## src/rtl/spd_pkg.sv

```systemverilog
package spd_pkg;
  typedef enum logic [2:0] {
    PH_IDLE, PH_DEV, PH_WORD, PH_DATA, PH_READ, PH_SKIP
  } phase_t;

  localparam logic [3:0] MEM_TYPE   = 4'b1010;
  localparam logic [3:0] CTL_TYPE   = 4'b0110;
  localparam logic [2:0] CTL_UNLOCK = 3'b001;
  localparam logic [2:0] CTL_LOCK   = 3'b011;
  localparam logic [2:0] CTL_PAGE0  = 3'b110;
  localparam logic [2:0] CTL_PAGE1  = 3'b111;
endpackage

```

## src/rtl/spd_line_sync.sv

```systemverilog
module spd_line_sync #(
  parameter int STAGES = 2
) (
  input  logic clk,
  input  logic rst,
  input  logic scl_i,
  input  logic sda_i,
  output logic scl_lvl,
  output logic sda_lvl,
  output logic scl_rise,
  output logic scl_fall,
  output logic start_ev,
  output logic stop_ev
);
  logic [STAGES-1:0] scl_s, sda_s;
  logic scl_d, sda_d;

  always_ff @(posedge clk) begin
    if (rst) begin
      scl_s <= '1;
      sda_s <= '1;
      scl_d <= 1'b1;
      sda_d <= 1'b1;
    end else begin
      scl_s <= {scl_s[STAGES-2:0], scl_i};
      sda_s <= {sda_s[STAGES-2:0], sda_i};
      scl_d <= scl_s[STAGES-1];
      sda_d <= sda_s[STAGES-1];
    end
  end

  assign scl_lvl  = scl_s[STAGES-1];
  assign sda_lvl  = sda_s[STAGES-1];
  assign scl_rise = scl_lvl & ~scl_d;
  assign scl_fall = ~scl_lvl & scl_d;
  assign start_ev = scl_lvl & scl_d & sda_d & ~sda_lvl;
  assign stop_ev  = scl_lvl & scl_d & ~sda_d & sda_lvl;
endmodule

```

## src/rtl/spd_timers.sv

```systemverilog
module spd_timers #(
  parameter int INIT_CYC    = 1000,
  parameter int WRITE_CYC   = 600,
  parameter int TIMEOUT_CYC = 400
) (
  input  logic clk,
  input  logic rst,
  input  logic active,
  input  logic scl_lvl,
  input  logic start_busy,
  output logic init_done,
  output logic busy,
  output logic tmo
);
  localparam int IW = $clog2(INIT_CYC + 1);
  localparam int WW = $clog2(WRITE_CYC + 1);
  localparam int TW = $clog2(TIMEOUT_CYC + 1);

  logic [IW-1:0] init_cnt;
  logic [WW-1:0] busy_cnt;
  logic [TW-1:0] low_cnt;

  always_ff @(posedge clk) begin
    if (rst) begin
      init_cnt  <= '0;
      init_done <= 1'b0;
    end else if (!init_done) begin
      init_cnt  <= init_cnt + 1'b1;
      init_done <= (init_cnt == IW'(INIT_CYC - 1));
    end
  end

  always_ff @(posedge clk) begin
    if (rst) begin
      busy_cnt <= '0;
    end else if (start_busy) begin
      busy_cnt <= WW'(WRITE_CYC);
    end else if (busy_cnt != '0) begin
      busy_cnt <= busy_cnt - 1'b1;
    end
  end
  assign busy = (busy_cnt != '0);

  always_ff @(posedge clk) begin
    if (rst) begin
      low_cnt <= '0;
      tmo     <= 1'b0;
    end else begin
      tmo <= 1'b0;
      if (!active || scl_lvl || tmo) begin
        low_cnt <= '0;
      end else if (low_cnt == TW'(TIMEOUT_CYC - 1)) begin
        low_cnt <= '0;
        tmo     <= 1'b1;
      end else begin
        low_cnt <= low_cnt + 1'b1;
      end
    end
  end
endmodule

```

## src/rtl/spd_store.sv

```systemverilog
module spd_store #(
  parameter int DEPTH = 512,
  parameter int DW    = 8
) (
  input  logic                     clk,
  input  logic                     we,
  input  logic [$clog2(DEPTH)-1:0] wa,
  input  logic [DW-1:0]            wd,
  input  logic [$clog2(DEPTH)-1:0] ra,
  output logic [DW-1:0]            rq
);
  logic [DW-1:0] mem [DEPTH];

  always_ff @(posedge clk) begin
    if (we) mem[wa] <= wd;
    rq <= mem[ra];
  end
endmodule

```

## src/rtl/spd_target.sv

```systemverilog
module spd_target
  import spd_pkg::*;
#(
  parameter int DEPTH         = 512,
  parameter int BLOCKS        = 4,
  parameter int LOCKED_BLOCKS = 3,
  parameter int INIT_CYC      = 1000000,
  parameter int WRITE_CYC     = 500000,
  parameter int TIMEOUT_CYC   = 3000000,
  parameter int SYNC_STAGES   = 2
) (
  input  logic       clk,
  input  logic       rst,
  input  logic [2:0] strap_i,
  input  logic       scl_i,
  input  logic       sda_i,
  output logic       sda_pull_o
);
  localparam int AW   = $clog2(DEPTH);
  localparam int PG_W = AW - 8;
  localparam logic [AW-1:0] LOCK_LIM = AW'((DEPTH / BLOCKS) * LOCKED_BLOCKS);
  localparam logic [AW-1:0] ONE      = AW'(1);

  logic scl_lvl, sda_lvl, scl_rise, scl_fall, start_ev, stop_ev;
  logic init_done, busy, tmo, start_busy;

  phase_t         phase, nxt_q, nxt_c;
  logic [3:0]     cnt;
  logic [7:0]     sh;
  logic [AW-1:0]  ptr;
  logic [PG_W-1:0] page;
  logic           wp_q, taken, hack;
  logic           we_q;
  logic [AW-1:0]  wa_q;
  logic [7:0]     wd_q, rq;
  logic           ack_c, dev_hit, ctl_hit, locked;

  spd_line_sync #(.STAGES(SYNC_STAGES)) i_sync (
    .clk(clk), .rst(rst), .scl_i(scl_i), .sda_i(sda_i),
    .scl_lvl(scl_lvl), .sda_lvl(sda_lvl), .scl_rise(scl_rise),
    .scl_fall(scl_fall), .start_ev(start_ev), .stop_ev(stop_ev)
  );

  spd_timers #(.INIT_CYC(INIT_CYC), .WRITE_CYC(WRITE_CYC), .TIMEOUT_CYC(TIMEOUT_CYC)) i_tmr (
    .clk(clk), .rst(rst), .active(phase != PH_IDLE), .scl_lvl(scl_lvl),
    .start_busy(start_busy), .init_done(init_done), .busy(busy), .tmo(tmo)
  );

  spd_store #(.DEPTH(DEPTH), .DW(8)) i_store (
    .clk(clk), .we(we_q), .wa(wa_q), .wd(wd_q), .ra(ptr), .rq(rq)
  );

  // ACK decision for the byte just shifted in
  always_comb begin
    dev_hit = (sh[7:4] == MEM_TYPE) && (sh[3:1] == strap_i);
    ctl_hit = 1'b0;
    if (sh[7:4] == CTL_TYPE && !sh[0]) begin
      case (sh[3:1])
        CTL_UNLOCK, CTL_LOCK, CTL_PAGE0, CTL_PAGE1: ctl_hit = 1'b1;
        default: ctl_hit = 1'b0;
      endcase
    end
    locked = wp_q && (ptr < LOCK_LIM);
    ack_c  = 1'b0;
    nxt_c  = PH_SKIP;
    case (phase)
      PH_DEV: begin
        ack_c = init_done && !busy && (dev_hit || ctl_hit);
        if (ack_c && dev_hit) nxt_c = sh[0] ? PH_READ : PH_WORD;
      end
      PH_WORD: begin
        ack_c = 1'b1;
        nxt_c = PH_DATA;
      end
      PH_DATA: begin
        ack_c = !taken && !locked;
        if (ack_c) nxt_c = PH_DATA;
      end
      default: ;
    endcase
  end

  always_ff @(posedge clk) begin
    if (rst) begin
      phase      <= PH_IDLE;
      nxt_q      <= PH_IDLE;
      cnt        <= '0;
      sh         <= '0;
      sda_pull_o <= 1'b0;
      ptr        <= '0;
      page       <= '0;
      wp_q       <= 1'b0;
      taken      <= 1'b0;
      hack       <= 1'b1;
      we_q       <= 1'b0;
      wa_q       <= '0;
      wd_q       <= '0;
      start_busy <= 1'b0;
    end else begin
      we_q       <= 1'b0;
      start_busy <= 1'b0;
      if (tmo) begin
        phase      <= PH_IDLE;
        sda_pull_o <= 1'b0;
        cnt        <= '0;
        start_busy <= taken;
        taken      <= 1'b0;
      end else if (start_ev) begin
        phase      <= PH_DEV;
        sda_pull_o <= 1'b0;
        cnt        <= '0;
        start_busy <= taken;
        taken      <= 1'b0;
      end else if (stop_ev) begin
        phase      <= PH_IDLE;
        sda_pull_o <= 1'b0;
        cnt        <= '0;
        start_busy <= taken;
        taken      <= 1'b0;
      end else if (phase == PH_READ) begin
        if (scl_rise && cnt < 4'd9) begin
          if (cnt == 4'd8) hack <= sda_lvl;
          cnt <= cnt + 4'd1;
        end else if (scl_fall) begin
          if (cnt == 4'd8) begin
            sda_pull_o <= 1'b0;
          end else if (cnt == 4'd9) begin
            if (!hack) begin
              sh         <= rq;
              sda_pull_o <= ~rq[7];
              ptr        <= ptr + ONE;
              cnt        <= '0;
            end else begin
              sda_pull_o <= 1'b0;
              phase      <= PH_SKIP;
            end
          end else if (cnt != 4'd0) begin
            sh         <= {sh[6:0], 1'b0};
            sda_pull_o <= ~sh[6];
          end
        end
      end else if (phase == PH_DEV || phase == PH_WORD || phase == PH_DATA) begin
        if (scl_rise && cnt < 4'd8) begin
          sh  <= {sh[6:0], sda_lvl};
          cnt <= cnt + 4'd1;
        end else if (scl_fall && cnt == 4'd8) begin
          sda_pull_o <= ack_c;
          nxt_q      <= nxt_c;
          cnt        <= 4'd9;
          if (ack_c) begin
            case (phase)
              PH_DEV: if (!dev_hit) begin
                case (sh[3:1])
                  CTL_LOCK:   wp_q <= 1'b1;
                  CTL_UNLOCK: wp_q <= 1'b0;
                  CTL_PAGE0:  page <= PG_W'(0);
                  CTL_PAGE1:  page <= PG_W'(1);
                  default: ;
                endcase
              end
              PH_WORD: ptr <= {page, sh};
              PH_DATA: begin
                we_q  <= 1'b1;
                wa_q  <= ptr;
                wd_q  <= sh;
                ptr   <= ptr + ONE;
                taken <= 1'b1;
              end
              default: ;
            endcase
          end
        end else if (scl_fall && cnt == 4'd9) begin
          phase <= nxt_q;
          cnt   <= '0;
          if (nxt_q == PH_READ) begin
            sh         <= rq;
            sda_pull_o <= ~rq[7];
            ptr        <= ptr + ONE;
          end else begin
            sda_pull_o <= 1'b0;
          end
        end
      end
    end
  end
endmodule

```

## config.mk

```make
export PLATFORM = sky130hd
export DESIGN_NAME = spd_target
export DESIGN_NICKNAME = d
export VERILOG_FILES = /design/src/rtl/spd_pkg.sv /design/src/rtl/spd_line_sync.sv /design/src/rtl/spd_timers.sv /design/src/rtl/spd_store.sv /design/src/rtl/spd_target.sv
export SDC_FILE = /design/constraint.sdc
export NUM_CORES = 2
export LEC_CHECK = 0
export ABC_CLOCK_PERIOD_IN_PS = 16300
export BUFFER_PORTS_ARGS = -buffer_cell sky130_fd_sc_hd__buf_2
export CAP_MARGIN = 20
export CORE_MARGIN = 10
export CORE_UTILIZATION = 60
export CTS_CLUSTER_DIAMETER = 120
export CTS_CLUSTER_SIZE = 25
export DETAILED_ROUTE_END_ITERATION = 8
export PLACE_DENSITY = 0.73
export SYNTH_ARGS = -nofsm -noshare
export SYNTH_HDL_FRONTEND = slang
export SYNTH_SLANG_ARGS = --single-unit
export TNS_END_PERCENT = 20
```

## constraint.sdc

```tcl
create_clock -name clk -period 16.3 [get_ports clk]
set_input_delay 3.26 -clock clk [delete_from_list [all_inputs] [get_ports clk]]
set_output_delay 3.26 -clock clk [all_outputs]
set_load 0.02 [all_outputs]
```

==> impl_metrics.tcl <==
set metrics [dict create \
    wl_per_cell_um 37.3 \
    grt_pass1_vias 82800 \
    ys_warn_count 0 \
    drive_gt1_share_pct 17.1 \
    status "completed" \
    yosys.cell_count.top_type "edfxtp_1" \
    synth.distinct_cells 96 \
    routed-via-count 84700 \
    async_flop_share_pct 0 \
    design_area_um2 174000 \
    worstPathMaxFanout 113 \
    clock_path_buffers 4 \
    layout_min_cycle_time_ps 6650 \
    synth_top_area_cell "edfxtp_1" \
    dpl.hpwl_mm 263 \
    avgSynthCellArea_um2 20.1 \
    end_kind "flop" \
    via_per_inst 7.12 \
    finalHoldViolCount 0 \
    arrival_ps 7490 \
    skew_ps 86.1 \
    period_share_pct 40.8 \
    holdWs_ps 437 \
    peakVddDrop_mv 0.0934 \
    initial_core_util_pct 60.5 \
    hold_end "i_sync.scl_s[1]" \
    drv_slew 0 \
    hold_buffers 0 \
    clk_latency_ps 950 \
    ys_seq_area_share_pct 75.7 \
    grt-ovfl-total 0 \
    p_comb_share_pct 0.7 \
    tns_ps 0 \
    area_delta_synth_final_pct 5.11 \
    crit_required_ps 17140 \
    grt.total_usage_pct 29.2 \
    postCtsSetupRepairBufs 0 \
    die_w_um 546 \
    grt_max_degree 234 \
    synth.area.top_cells "edfxtp_1 74%, mux4_2 11%, mux2i_1 2.3%, dfxtp_1 1.5%, nor2_1 1.5%" \
    startpoint_type "flop" \
    worst-setup-path-type "reg2reg" \
    syn-cell-area_um2 166000 \
    nNetsFinal 8151 \
    rr_endpoint "i_store.rq[4]" \
    synth_edf_count 4096 \
    drt_wl_total_mm 444 \
    fp.dieH_um 546 \
    core_um2 274000 \
    reg2reg_slack_ps 9650 \
    power_mw 17.3 \
    drc 0 \
    rsz0062_at_grt "no" \
    drtIter0Drc 14000 \
    tightestPinTransition_ps 1250 \
    ys.flop_type "edfxtp_1" \
    pwr-share-clk_pct 31.4 \
    max_freq_mhz 150 \
    synth_top_area_share_pct 74.2 \
    relSlewSlack_pct 16.4 \
    fp.dieArea_um2 298000 \
    clk_pin_slew_worst_paths_ps 100 \
    io_pins 8 \
    p_sw_mw 3.30 \
    grt_antenna_before_repair 28 \
    leakage_nw 52.4 \
    firstDrtPassIters 6 \
    p_int_mw 14.0 \
    cts.repair.resized 0 \
    cts_tree "built" \
    finalWorstSetupSlack_ps 9650 \
    numCtsBuffers 195 \
    reg2reg_depth 11 \
    maxCapViolations 0 \
    seq_power_share_pct 67.9 \
    synth_seq_cells 4224 \
    htree_levels 4 \
    power_density_nw_per_um2 99.1 \
    hold_depth 1 \
    rr_startpoint "ptr[1]" \
    num_rows 192 \
    finalSetupViolCount 0 \
    swShare_pct 19.1 \
    worstHoldStart "i_sync.scl_s[0]" \
    io_buffers 7 \
    grt_pass1_wl_mm 627 \
    synthTopCellsByCount "4096 x edfxtp_1, 835 x mux4_2, 665 x nor2_1, 384 x mux2i_1, 315 x nand2_1" \
    dpl_worst_slack_ps 9830 \
    hp-class "reg2reg" \
    root_buffer "clkbuf_16" \
    gp_congestion 0.895 \
    syn_inst 8267 \
    ant_nets 0 \
    cts.sinks 4224 \
    placed_area_um2 169000 \
    synth_fp_nets 8283 \
]
cell families (layout without fill, tap and decap cells):
logic type	count (synthesis)	count (layout)	synth area share, %
fa+ha+maj	9	9	0.0679
mux	1357	1357	15.1
simple gates	1287	1287	3.38
flops	4224	4224	75.7
other cells	0	21	0
xor+xnor	51	51	0.269
buf+inv	536	457	2.06
compound gates	803	803	3.40
area by class of cell:
type / count / area (um2)
clock buffers: 242 / 5100
multi-input cells: 3507 / 37100
inverters: 17 / 82.6
clock inverters: 8 / 81.3
repair buffers: 190 / 1650
diodes: 21 / 52.6
fillers: 18200 / 100000
well taps: 3686 / 4610
flip-flops and latches: 4224 / 126000
per-stage QoR:
stage,utilization [%],instances
after global placement,61.6,11600
after detailed placement,61.6,11600
final,63.5,11900
after global routing,63.5,11900
after CTS,63.5,11900
after floorplan,-,8267
worst max path at each step:
| stage | from | to | slack (ps) | cells after the start |
|---|---|---|---|---|
| after floorplan | wd_q[0] | i_store.mem[0][0] | 8280 | 0 |
| after global placement | ptr[0] | i_store.rq[2] | 9710 | 11 |
| after detailed placement | ptr[0] | i_store.rq[2] | 9830 | 11 |
| after CTS | ptr[0] | i_store.rq[2] | 9760 | 11 |
| after global routing | ptr[0] | i_store.rq[4] | 9290 | 10 |
| final | ptr[1] | i_store.rq[4] | 9650 | 11 |
critical path, cell delays in order (launching register included):
cell and delay (ps):
dfxtp_4 880, buf_12 600, buf_4 870, buf_4 610
buf_4 770, mux4_2 400, mux2i_1 80, nor3_1 280
nor4_1 160, nor4_1 720, a32oi_1 450, nor4_1 420
cell usage in the layout, fill, tap and decap left out, drive strengths merged, types with 35 or more instances in the layout:
| cell | netlist | routed |
|---|---|---|
| o221ai | 75 | 75 |
| a22oi | 88 | 88 |
| o21ai | 106 | 106 |
| a21oi | 164 | 164 |
| a211oi | 49 | 49 |
| buf | 329 | 190 |
| dfxtp | 128 | 128 |
| clkbuf | 189 | 242 |
| nand3 | 69 | 69 |
| mux2i | 384 | 384 |
| mux2 | 80 | 80 |
| a31oi | 35 | 35 |
| o22ai | 59 | 59 |
| nor2 | 665 | 665 |
| edfxtp | 4096 | 4096 |
| mux4 | 893 | 893 |
| nand2 | 315 | 315 |
| a221oi | 59 | 59 |
metal layers:
metal  routed length [um]  GRT usage (%)  part of all wire [%]  up-vias
met5                  155              0                 0.035        -
met4                26100           14.2                   5.9       18
met3                58500           8.32                    13     1073
met2               204000           43.8                    46     6043
met1               155000           40.0                    35    44100
li1                     -              -                     -    33500
sequential cells by signal (all words and copies together), names as in the netlist, 2 cells and up:
| signal | cells |
|---|---|
| i_store.rq | 8 |
| ptr | 9 |
| cnt | 4 |
| i_tmr.init_cnt | 20 |
| i_store.mem | 4096 |
| wa_q | 9 |
| i_sync.scl_s | 2 |
| i_tmr.low_cnt | 22 |
| i_sync.sda_s | 2 |
| phase | 3 |
| nxt_q | 3 |
| wd_q | 8 |
| sh | 8 |
| i_tmr.busy_cnt | 19 |
power by group through the flow:
stage / Clock (mW) / Combinational [mW] / Sequential [mW]
final: 5.42 / 0.124 / 11.7
after detailed placement: 0 / 0.123 / 12.0
after CTS: 5.43 / 0.124 / 11.7
after floorplan: 0 / 0.102 / 12.0
after global placement: 0 / 0.116 / 12.0
after global routing: 5.81 / 0.140 / 11.7
Power figures use the tool's default switching activity.
